$ cat src/rtl/cof_trace_pkg.sv
package cof_trace_pkg;
   localparam int unsigned TRACE_DEPTH_DEF = 8;
   localparam int unsigned TRACE_ADDR_W_DEF = 32;

   function automatic bit is_pow2(input int unsigned v);
      return (v >= 2) && ((v & (v - 1)) == 0);
   endfunction
endpackage

$ cat src/rtl/cof_trace_capture.sv
module cof_trace_capture #(
   parameter int unsigned DEPTH = cof_trace_pkg::TRACE_DEPTH_DEF,
   localparam int unsigned PTR_W = $clog2(DEPTH)
) (
   input  logic             clk,
   input  logic             rst_n,
   input  logic             cof_valid,
   input  logic             dbg_mode,
   input  logic             rd_strobe,
   output logic             wr_en,
   output logic [PTR_W-1:0] wr_ptr,
   output logic             dbg_entry,
   output logic             rd_en
);
   logic dbg_q;

   generate
      if (!cof_trace_pkg::is_pow2(DEPTH)) begin : g_bad_depth
         $error("cof_trace_capture: DEPTH must be a power of two >= 2");
      end
   endgenerate

   assign wr_en     = cof_valid && !dbg_mode;
   assign dbg_entry = dbg_mode && !dbg_q;
   assign rd_en     = rd_strobe && dbg_mode && dbg_q;

   always_ff @(posedge clk) begin
      if (!rst_n) begin
         dbg_q  <= 1'b0;
         wr_ptr <= '0;
      end else begin
         dbg_q <= dbg_mode;
         if (wr_en) wr_ptr <= PTR_W'(wr_ptr + 1'b1);
      end
   end

   AST_WR_FROZEN: assert property (@(posedge clk) disable iff (!rst_n)
      dbg_mode |=> $stable(wr_ptr));
   AST_WR_STEP: assert property (@(posedge clk) disable iff (!rst_n)
      (cof_valid && !dbg_mode) |=> (wr_ptr == PTR_W'($past(wr_ptr) + 1'b1)));
   AST_ENTRY_NO_READ: assert property (@(posedge clk) disable iff (!rst_n)
      !(dbg_entry && rd_en));
endmodule

$ cat src/rtl/cof_trace_store.sv
module cof_trace_store #(
   parameter int unsigned DEPTH  = cof_trace_pkg::TRACE_DEPTH_DEF,
   parameter int unsigned ADDR_W = cof_trace_pkg::TRACE_ADDR_W_DEF,
   localparam int unsigned PTR_W = $clog2(DEPTH)
) (
   input  logic              clk,
   input  logic              rst_n,
   input  logic              wr_en,
   input  logic [PTR_W-1:0]  wr_ptr,
   input  logic [ADDR_W-1:0] wr_addr,
   input  logic              rd_en,
   input  logic [PTR_W-1:0]  rd_ptr,
   output logic [ADDR_W-1:0] rd_data
);
   logic [DEPTH-1:0][ADDR_W-1:0] slots;

   generate
      for (genvar i = 0; i < DEPTH; i++) begin : g_slot
         logic [ADDR_W-1:0] word_q;
         logic              hit;
         assign hit = wr_en && (wr_ptr == PTR_W'(i));
         always_ff @(posedge clk) begin
            if (!rst_n)   word_q <= '0;
            else if (hit) word_q <= wr_addr;
         end
         assign slots[i] = word_q;
      end
   endgenerate

   always_ff @(posedge clk) begin
      if (!rst_n)     rd_data <= '0;
      else if (rd_en) rd_data <= slots[rd_ptr];
   end

   AST_SLOTS_KEPT: assert property (@(posedge clk) disable iff (!rst_n)
      !wr_en |=> $stable(slots));
   AST_DATA_HOLD: assert property (@(posedge clk) disable iff (!rst_n)
      !rd_en |=> $stable(rd_data));
endmodule

$ cat src/rtl/cof_trace_rdptr.sv
module cof_trace_rdptr #(
   parameter int unsigned DEPTH = cof_trace_pkg::TRACE_DEPTH_DEF,
   localparam int unsigned PTR_W = $clog2(DEPTH)
) (
   input  logic             clk,
   input  logic             rst_n,
   input  logic             load,
   input  logic [PTR_W-1:0] load_ptr,
   input  logic             step,
   output logic [PTR_W-1:0] rd_ptr
);
   always_ff @(posedge clk) begin
      if (!rst_n)    rd_ptr <= '0;
      else if (load) rd_ptr <= load_ptr;
      else if (step) rd_ptr <= PTR_W'(rd_ptr + 1'b1);
   end

   AST_LOAD_OLDEST: assert property (@(posedge clk) disable iff (!rst_n)
      load |=> (rd_ptr == $past(load_ptr)));
   AST_RD_WRAP: assert property (@(posedge clk) disable iff (!rst_n)
      (step && !load) |=> (rd_ptr == PTR_W'($past(rd_ptr) + 1'b1)));
   AST_RD_IDLE: assert property (@(posedge clk) disable iff (!rst_n)
      (!step && !load) |=> $stable(rd_ptr));
endmodule

$ cat src/rtl/cof_trace_buf.sv
module cof_trace_buf #(
   parameter int unsigned DEPTH  = cof_trace_pkg::TRACE_DEPTH_DEF,
   parameter int unsigned ADDR_W = cof_trace_pkg::TRACE_ADDR_W_DEF
) (
   input  logic              clk,
   input  logic              rst_n,
   input  logic              cof_valid,
   input  logic [ADDR_W-1:0] cof_addr,
   input  logic              dbg_mode,
   input  logic              rd_strobe,
   output logic [ADDR_W-1:0] rd_data
);
   localparam int unsigned PTR_W = $clog2(DEPTH);

   logic             wr_en;
   logic [PTR_W-1:0] wr_ptr;
   logic             dbg_entry;
   logic             rd_en;
   logic [PTR_W-1:0] rd_ptr;

   cof_trace_capture #(.DEPTH(DEPTH)) capture_i (
      .clk(clk), .rst_n(rst_n), .cof_valid(cof_valid), .dbg_mode(dbg_mode),
      .rd_strobe(rd_strobe), .wr_en(wr_en), .wr_ptr(wr_ptr),
      .dbg_entry(dbg_entry), .rd_en(rd_en)
   );

   cof_trace_rdptr #(.DEPTH(DEPTH)) rdptr_i (
      .clk(clk), .rst_n(rst_n), .load(dbg_entry), .load_ptr(wr_ptr),
      .step(rd_en), .rd_ptr(rd_ptr)
   );

   cof_trace_store #(.DEPTH(DEPTH), .ADDR_W(ADDR_W)) store_i (
      .clk(clk), .rst_n(rst_n), .wr_en(wr_en), .wr_ptr(wr_ptr),
      .wr_addr(cof_addr), .rd_en(rd_en), .rd_ptr(rd_ptr), .rd_data(rd_data)
   );

   AST_IGNORED_READ: assert property (@(posedge clk) disable iff (!rst_n)
      (rd_strobe && !dbg_mode) |=> $stable(rd_data));
endmodule

$ cat config.mk
export PLATFORM = sky130hd
export DESIGN_NAME = cof_trace_buf
export DESIGN_NICKNAME = d
export VERILOG_FILES = /design/src/rtl/cof_trace_pkg.sv /design/src/rtl/cof_trace_capture.sv /design/src/rtl/cof_trace_store.sv /design/src/rtl/cof_trace_rdptr.sv /design/src/rtl/cof_trace_buf.sv
export SDC_FILE = /design/constraint.sdc
export NUM_CORES = 1
export LEC_CHECK = 0
export BUFFER_PORTS_ARGS = -buffer_cell sky130_fd_sc_hd__buf_2
export CELL_PAD_IN_SITES_DETAIL_PLACEMENT = 0
export CELL_PAD_IN_SITES_GLOBAL_PLACEMENT = 1
export CORE_MARGIN = 5
export CORE_UTILIZATION = 35
export DETAILED_ROUTE_END_ITERATION = 12
export PLACE_DENSITY = 0.64
export SLEW_MARGIN = 10
export SYNTH_ARGS = -nofsm -noshare
export SYNTH_HDL_FRONTEND = slang
export SYNTH_SLANG_ARGS = --single-unit
$ cat constraint.sdc
create_clock -name clk -period 1.4 [get_ports clk]
set_input_delay 0.28 -clock clk [delete_from_list [all_inputs] [get_ports clk]]
set_output_delay 0.28 -clock clk [all_outputs]
set_load 0.01 [all_outputs]
==> impl_metrics.json, run 1 <==
{
  "hold_viol": 0,
  "post_drt_via_cell_ratio": 5.33,
  "nets": 1763,
  "cts-root-buf": "clkbuf_16",
  "vias": 11800,
  "syn_area_um2": 13100,
  "outcome": "finished, violations left",
  "first_pass_iters": 5,
  "io_buffers": 68,
  "dp.cells": 2056,
  "cp_common_cell": "ha_4",
  "reg2reg_depth": 7,
  "drc": 0,
  "area_growth_syn_to_layout_pct": 48.5,
  "fin_cells": 2212,
  "cts_tree": "built",
  "holdCritStartpoint": "rst_n",
  "path_cells": "ha_4, ha_4, and2_4, buf_4, buf_12, nand2_4, a21boi_2",
  "ios": 69,
  "placed_cell_area_um2": 14800,
  "crit_type": "reg2reg",
  "holdPathStages": 2,
  "async_reset_ff_share_pct": 0,
  "crit_slowest_cell": "dfxtp_4",
  "gp_congestion": 0.749,
  "critPathRequiredTime_ns": 1.86,
  "dieHeight_um": 204,
  "grt_pass1_wl_um": 68600,
  "drt_iter0_drc": 840,
  "setup_viol": 229,
  "relSlewSlack_pct": 72.7,
  "path_depth": 7,
  "initial_core_util_pct": 35.6,
  "die_x_um": 204,
  "dp_slack_ns": -0.179,
  "arrival_ns": 2.01,
  "fin_skew_ns": 0.0181,
  "wl_per_cell_um": 22.5,
  "report.final.slew_viol_count": 0,
  "synth_seq_cells": 295,
  "whs_endpoint": "store_i.g_slot[1].word_q[11]",
  "power_density_nw_per_um2": 1040,
  "reg2reg_to": "store_i.g_slot[3].word_q[5]",
  "grt_pass1_vias": 11000,
  "synth_fp_nets": 1616,
  "design.core.area_um2": 36800,
  "grt_start_max_net_pins": 86,
  "fin_crit_sh_pct": 111,
  "synth_edf_count": 0,
  "ir_drop_v": 0.000732,
  "crit-reg2reg-launch": "capture_i.wr_ptr[1]",
  "cts_hold_buffers": 0,
  "synth-warning-count": 0,
  "crit_buf_inv": 2,
  "rrSetupSlack_ns": -0.15,
  "antenna_found_initial": 0,
  "period_minus_slack_ns": 1.55,
  "syn_area_per_cell_um2": 8.34,
  "dieArea_um2": 41400,
  "hp-class": "in2reg",
  "antenna_cells": 0,
  "worstSetupStartpointType": "flip-flop",
  "cp_top_family": "flip-flops",
  "total_power_mw": 20.2,
  "ys_seq_area_share_pct": 45.0,
  "routed_wirelength_um": 49800,
  "cts_made_buffers": 35,
  "maxCapViolCount": 0,
  "path_clk_slew_ns": 0.06,
  "clock_sinks": 295,
  "dp_hpwl_um": 25100,
  "max_freq_mhz": 645,
  "h-tree-depth": 2,
  "insertion_delay_ns": 0.54,
  "final_cell_mix": "nand2_1, dfxtp_1, a21boi_1, mux2i_1, nand2_4",
  "fin_area_um2": 19500,
  "drtAntennaViolNets": 0,
  "fin_ws_ns": -0.151,
  "globalRouteOverflowTotal": 0,
  "postSynthCellCount": 1572,
  "p_leak_nw": 7.25,
  "synth_top_flop_cell": "dfxtp_1",
  "cts_buffer_depth": 3,
  "synth_cell_types": 29,
  "tightest_slew_ns": 0.410,
  "fp-row-count": 70,
  "grt_setup_unrepaired": "true",
  "cp_max_fo": 8,
  "violations": "negative setup slack",
  "final_common_cell": "nand2_1",
  "grt.total_usage_pct": 21.3,
  "end_kind": "flip-flop",
  "drive_gt1_share_pct": 37.2,
  "slowest_delay_ns": 0.41
}
[cells in the mapped netlist (2+ instances only)]
cell	instances	area share, %
nand2_1	520	15
dfxtp_1	295	45
a21boi_0	154	8.8
mux2i_1	128	9.8
a21boi_1	104	6.0
clkbuf_1	70	2.0
buf_2	67	2.6
a22oi_1	64	3.7
nor2_1	38	1.1
o21ai_0	35	1.3
a21oi_1	34	1.3
buf_4	20	1.1
ha_1	7	0.67
nand3_1	6	0.23
and2_1	5	0.24
inv_1	5	0.14
nor2b_1	5	0.24
and3_1	3	0.14
nor3_2	2	0.15
[metrics by stage]
stage	util, %	hold slack [ns]	setup TNS [ns]
floorplan	-	0.434	-1.28
global placement	40.1	0.440	-21.60
detailed placement	40.1	0.444	-28.10
CTS	47.5	0.0230	-8.31
global route	52.9	0.0457	-29.42
finish	52.9	0.0510	-13.70
[where the power goes]
group,switching (mW),internal [mW]
Combinational,1.18,1.06
Clock,3.69,5.63
Sequential,0.0856,8.53
Total,4.95,15.2
[logic make-up (layout without fill, tap and decap cells)]
logic type,count (synthesis),after routing,share of synthesized area (%)
and+or+nand+nor,584,584,17.3
AOI/OAI and AO/OA,395,395,21.3
DFF,295,295,45.0
buffers and inverters,162,334,5.85
muxes,128,128,9.77
adders and majority gates,7,7,0.668
xor gates and xnor gates,1,1,0.0668
[repair_timing]
item	4_1_cts	5_1_grt
cloned	25	24
pin swaps	49	224
buffers inserted	33	27
gates resized for setup	211	480
setup endpoints to repair	287	289
[flip-flops by register name, indices dropped and copies added (netlist names)]
signal / flops
rdptr_i.rd_ptr: 3
capture_i.wr_ptr: 3
store_i.g_slot.word_q: 256
capture_i.dbg_q: 1
store_i.rd_data: 32
[worst register-to-register path: stages (launching register included)]
cell	delay (ns)
dfxtp_4	0.41
ha_4	0.19
ha_4	0.15
and2_4	0.21
buf_4	0.15
buf_12	0.15
nand2_4	0.06
a21boi_2	0.15
[per-layer routing]
| layer | track usage [%] | up-vias | share of wire, % |
|---|---|---|---|
| li1 | - | 5575 | - |
| met1 | 29.1 | 5857 | 46 |
| met2 | 35.5 | 265 | 48 |
| met3 | 2.86 | 86 | 4.2 |
| met4 | 5.76 | 0 | 2.5 |
| met5 | 0 | - | 0 |
[final cells by class]
| type | count | area (µm²) |
|---|---|---|
| Fill cell | 3295 | 17300 |
| Tap cell | 468 | 586 |
| Multi-Input combinational cell | 1115 | 8100 |
| Timing Repair Buffer | 267 | 3690 |
| Sequential cell | 295 | 5920 |
| Clock buffer | 56 | 1080 |
| Clock inverter | 6 | 83.8 |
| Inverter | 5 | 26.3 |
[worst max-delay path by stage]
stage | to | slack [ns] | startpoint
2_1_floorplan | store_i.g_slot[4].word_q[10] | -0.05 | capture_i.wr_ptr[0]
3_3_place_gp | store_i.rd_data[31] | -0.15 | rdptr_i.rd_ptr[0]
3_5_place_dp | store_i.g_slot[5].word_q[30] | -0.18 | dbg_mode
4_1_cts | store_i.rd_data[22] | -0.12 | rdptr_i.rd_ptr[0]
5_1_grt | store_i.g_slot[3].word_q[5] | -0.20 | capture_i.wr_ptr[1]
6_report | store_i.g_slot[3].word_q[5] | -0.15 | capture_i.wr_ptr[1]
Power figures use the tool's default switching activity.
==> run 2: changes to the inputs <==
- PLACE_DENSITY: 0.64 -> 0.62
- clock period: 1.4 -> 2 ns (I/O delays scaled with it)
==> impl_metrics.json, run 2 (synthesis results as in run 1) <==
{
  "grt_setup_unrepaired": "false",
  "post_drt_via_cell_ratio": 5.07,
  "path_clk_slew_ns": 0.06,
  "vias": 10500,
  "cp_top_family": "simple AND/OR/NAND/NOR gates",
  "cts.repair.resized": 0,
  "report.final.slew_viol_count": 0,
  "power_density_nw_per_um2": 871,
  "setup-tns-final_ns": 0,
  "ios": 69,
  "globalRouteOverflowTotal": 0,
  "routed_wirelength_um": 38900,
  "whs_ns": 0.199,
  "dp_slack_ns": 0.238,
  "final_cell_mix": "nand2_1, dfxtp_1, a21boi_0, mux2i_1, a21boi_1",
  "dp_hpwl_um": 23200,
  "max_freq_mhz": 608,
  "area_growth_syn_to_layout_pct": 16.1,
  "io_buffers": 68,
  "maxCapViolCount": 0,
  "dieHeight_um": 204,
  "insertion_delay_ns": 0.51,
  "grt.total_usage_pct": 18.5,
  "grt_pass1_vias": 10300,
  "cp_common_cell": "nand2_1",
  "first_pass_iters": 5,
  "largest_register": "store_i.g_slot.word_q",
  "fp-row-count": 70,
  "die_x_um": 204,
  "cts_buffer_depth": 3,
  "clock_sinks": 295,
  "post_cts_buffers": 0,
  "cts-root-buf": "clkbuf_16",
  "setup_viol": 0,
  "path_cells": "inv_1, ha_1, nand2_1, nor3_4, buf_12, nand2_1, a21boi_0",
  "antenna_cells": 0,
  "arrival_ns": 2.07,
  "h-tree-depth": 2,
  "final_common_cell": "nand2_1",
  "hold_viol": 0,
  "cp_max_fo": 32,
  "largest_reg_flops": 256,
  "crit_slowest_cell": "dfxtp_1",
  "outcome": "finished clean",
  "dp.cells": 2005,
  "fin_crit_sh_pct": 82.2,
  "initial_core_util_pct": 35.6,
  "antenna_found_initial": 0,
  "drive_gt1_share_pct": 12.4,
  "fin_ws_ns": 0.355,
  "postLayoutCoreUtil_pct": 41.4,
  "end_kind": "flip-flop",
  "grt_pass1_wl_um": 61000,
  "nets": 1618,
  "design.core.area_um2": 36800,
  "relSlewSlack_pct": 65.5,
  "grt_start_max_net_pins": 61,
  "drc": 0,
  "dieArea_um2": 41400,
  "period_minus_slack_ns": 1.64,
  "total_power_mw": 13.3,
  "largestRegisters": "store_i.g_slot.word_q x256, store_i.rd_data x32",
  "placed_cell_area_um2": 14100,
  "cts_tree": "built",
  "fin_cells": 2063,
  "wl_per_cell_um": 18.9,
  "hp-class": "in2reg",
  "gp_congestion": 0.729,
  "fin_area_um2": 15200,
  "critPathRequiredTime_ns": 2.43,
  "worstSetupStartpointType": "flip-flop",
  "crit_type": "reg2reg",
  "fin_skew_ns": 0.0173,
  "drtAntennaViolNets": 0,
  "cts_made_buffers": 35,
  "ir_drop_v": 0.000505,
  "cts_hold_buffers": 0,
  "p_leak_nw": 5.13,
  "drt_iter0_drc": 545,
  "slowest_delay_ns": 0.33,
  "tightest_slew_ns": 0.518,
  "crit_buf_inv": 2
}
run 2: metal layers:
metal / track usage (%) / routed length [µm]
met1: 25.2 / 19000
met2: 31.5 / 18200
met3: 2.43 / 1100
met4: 3.83 / 644
met5: 0 / 0
run 2: worst paths after layout:
kind,startpoint,slack (ns),to,cells after the start
setup / recovery,capture_i.wr_ptr[0],0.36,store_i.g_slot[0].word_q[15],7
hold / removal,cof_addr[3],0.20,store_i.g_slot[1].word_q[3],3
setup reg to reg,capture_i.wr_ptr[0],0.36,store_i.g_slot[0].word_q[15],7
hold reg to reg,store_i.g_slot[1].word_q[3],0.45,store_i.g_slot[1].word_q[3],2
run 2: power breakdown:
part,internal (mW),switching (mW)
clock,3.79,2.49
combinational,0.381,0.591
sequential,5.97,0.0567
total,10.1,3.13
run 2: worst register-to-register path, delay by kind of cell, from the launching register on:
| family | cells | cell delay [ns] |
|---|---|---|
| AO/OA/AOI/OAI | 1 | 0.15 |
| AND/OR/NAND/NOR | 3 | 0.43 |
| flip-flops | 1 | 0.33 |
| buffers and inverters | 2 | 0.41 |
| adder cells (fa/ha/maj) | 1 | 0.25 |
run 2: final cells by class:
cell class / instances / area (µm²)
timing repair buffer: 122 / 1060
inverter: 5 / 18.8
sequential: 295 / 5910
fill: 3726 / 21600
tap: 468 / 586
clock inverter: 10 / 106
clock buffer: 48 / 1010
multi-input combinational: 1115 / 6530
==> run 3: changes to the inputs <==
- PLACE_DENSITY: 0.62 -> 0.64
- clock period: 2 -> 1.35 ns (I/O delays scaled with it)
==> impl_metrics.json, run 3 (synthesis results as in run 1) <==
{
  "antenna_cells": 0,
  "drtAntennaViolNets": 0,
  "cts_hold_buffers": 0,
  "crit_slowest_cell": "dfxtp_4",
  "dieArea_um2": 41400,
  "whs_ns": 0.0762,
  "insertion_delay_ns": 0.52,
  "largest_register": "store_i.g_slot.word_q",
  "vias": 11300,
  "initial_core_util_pct": 35.6,
  "die_x_um": 204,
  "arrival_ns": 1.95,
  "grt_pass1_wl_um": 66600,
  "clock_sinks": 295,
  "grt_setup_unrepaired": "true",
  "cts_tree": "built",
  "grt.total_usage_pct": 20.6,
  "crit_type": "reg2reg",
  "final_cell_mix": "nand2_1, dfxtp_1, a21boi_1, mux2i_1, buf_2",
  "setup_viol": 217,
  "crit_buf_inv": 1,
  "gp_congestion": 0.777,
  "critPathLaunch": "capture_i.wr_ptr[1]",
  "p_leak_nw": 6.56,
  "path_clk_slew_ns": 0.06,
  "fin_cells": 2179,
  "final_common_cell": "nand2_1",
  "h-tree-depth": 2,
  "drc": 0,
  "routed_wirelength_um": 46300,
  "post_drt_via_cell_ratio": 5.19,
  "largestRegisters": "store_i.g_slot.word_q x256, store_i.rd_data x32",
  "worstSetupStartpointType": "flip-flop",
  "slowest_delay_ns": 0.40,
  "design.core.area_um2": 36800,
  "holdCritStartpoint": "cof_addr[26]",
  "first_pass_iters": 5,
  "dp_hpwl_um": 25400,
  "io_buffers": 68,
  "cts_made_buffers": 35,
  "largest_reg_flops": 256,
  "cp_top_family": "flip-flops",
  "critPathRequiredTime_ns": 1.79,
  "cp_max_fo": 6,
  "fin_skew_ns": 0.0186,
  "tightest_slew_ns": 0.387,
  "crit-reg2reg-launch": "capture_i.wr_ptr[1]",
  "end_kind": "flip-flop",
  "max_freq_mhz": 663,
  "ir_drop_v": 0.000754,
  "maxCapViolCount": 0,
  "reg2reg_depth": 6,
  "violations": "negative setup slack",
  "hold_viol": 0,
  "wl_per_cell_um": 21.3,
  "power_density_nw_per_um2": 1120,
  "report.final.slew_viol_count": 0,
  "dieHeight_um": 204,
  "drive_gt1_share_pct": 31.0,
  "cts_buffer_depth": 3,
  "path_cells": "ha_4, ha_4, and2_4, buf_6, nand2_1, a21boi_1",
  "globalRouteOverflowTotal": 0,
  "outcome": "finished, violations left",
  "grt_pass1_vias": 10900,
  "fin_crit_sh_pct": 112,
  "drt_iter0_drc": 648,
  "fp-row-count": 70,
  "hp-class": "in2reg",
  "grt_start_max_net_pins": 58,
  "cp_common_cell": "ha_4",
  "period_minus_slack_ns": 1.51,
  "ios": 69,
  "nets": 1730,
  "antenna_found_initial": 0,
  "fin_ws_ns": -0.158,
  "relSlewSlack_pct": 74.2,
  "rrSetupSlack_ns": -0.16,
  "area_growth_syn_to_layout_pct": 39.1,
  "path_depth": 6,
  "dp_slack_ns": -0.229,
  "dp.cells": 2059,
  "holdPathStages": 3,
  "cts-root-buf": "clkbuf_16"
}
run 3: changes by cell type in the layout (fill, tap and decap cells not counted), sizes merged:
| cell | before | now |
|---|---|---|
| buf | 122 | 222 |
| clkbuf | 48 | 67 |
| bufinv | 2 | 1 |
| clkinv | 6 | 4 |
run 3: metrics by stage:
| step | power, mW | utilization (%) | area, µm² | TNS, ns |
|---|---|---|---|---|
| 2_1_floorplan | 10.1 | - | 13200 | -0.261 |
| 3_3_place_gp | 10.7 | 40.0 | 14700 | -34.58 |
| 3_5_place_dp | 10.7 | 40.0 | 14700 | -42.78 |
| 4_1_cts | 20.4 | 46.6 | 17100 | -7.35 |
| 5_1_grt | 21.1 | 49.6 | 18200 | -28.18 |
| 6_report | 20.4 | 49.6 | 18200 | -14.69 |
run 3: final timing paths:
kind,to
setup / recovery,store_i.g_slot[3].word_q[2]
hold / removal,store_i.g_slot[7].word_q[26]
setup reg to reg,store_i.g_slot[3].word_q[2]
hold reg to reg,store_i.g_slot[0].word_q[22]
run 3: cell type report:
cell class	count	area, µm²
clock buffers	55	1060
repair buffers	234	2910
well taps	468	586
clock inverters	7	77.6
flip-flops and latches	295	5930
multi-input cells	1115	7650
fillers	3493	18500
inverters	5	23.8
run 3: power by group:
| part | total [mW] | switching, mW | internal, mW |
|---|---|---|---|
| clock | 9.38 | 3.77 | 5.60 |
| sequential | 8.93 | 0.0895 | 8.84 |
| combinational | 2.11 | 1.14 | 0.963 |
run 3: worst reg2reg max path, cell delays in order (launching register included):
cell and delay [ns]:
dfxtp_4 0.40, ha_4 0.18, ha_4 0.14, and2_4 0.27
buf_6 0.20, nand2_1 0.08, a21boi_1 0.17
run 3: what timing repair did:
| item | in CTS | in global routing |
|---|---|---|
| endpoints found under the setup margin | 290 | 248 |
| resized for setup | 218 | 301 |
| buffers inserted | 26 | 9 |
| pin swaps | 67 | 161 |
| gates cloned | 20 | 13 |
run 3: layer usage:
metal	vias up	share of wire [%]	GRT usage, %
met5	-	0	0
li1	5485	-	-
met2	228	47	34.9
met1	5510	46	28.1
met3	88	3.6	2.46
met4	0	3.3	5.42
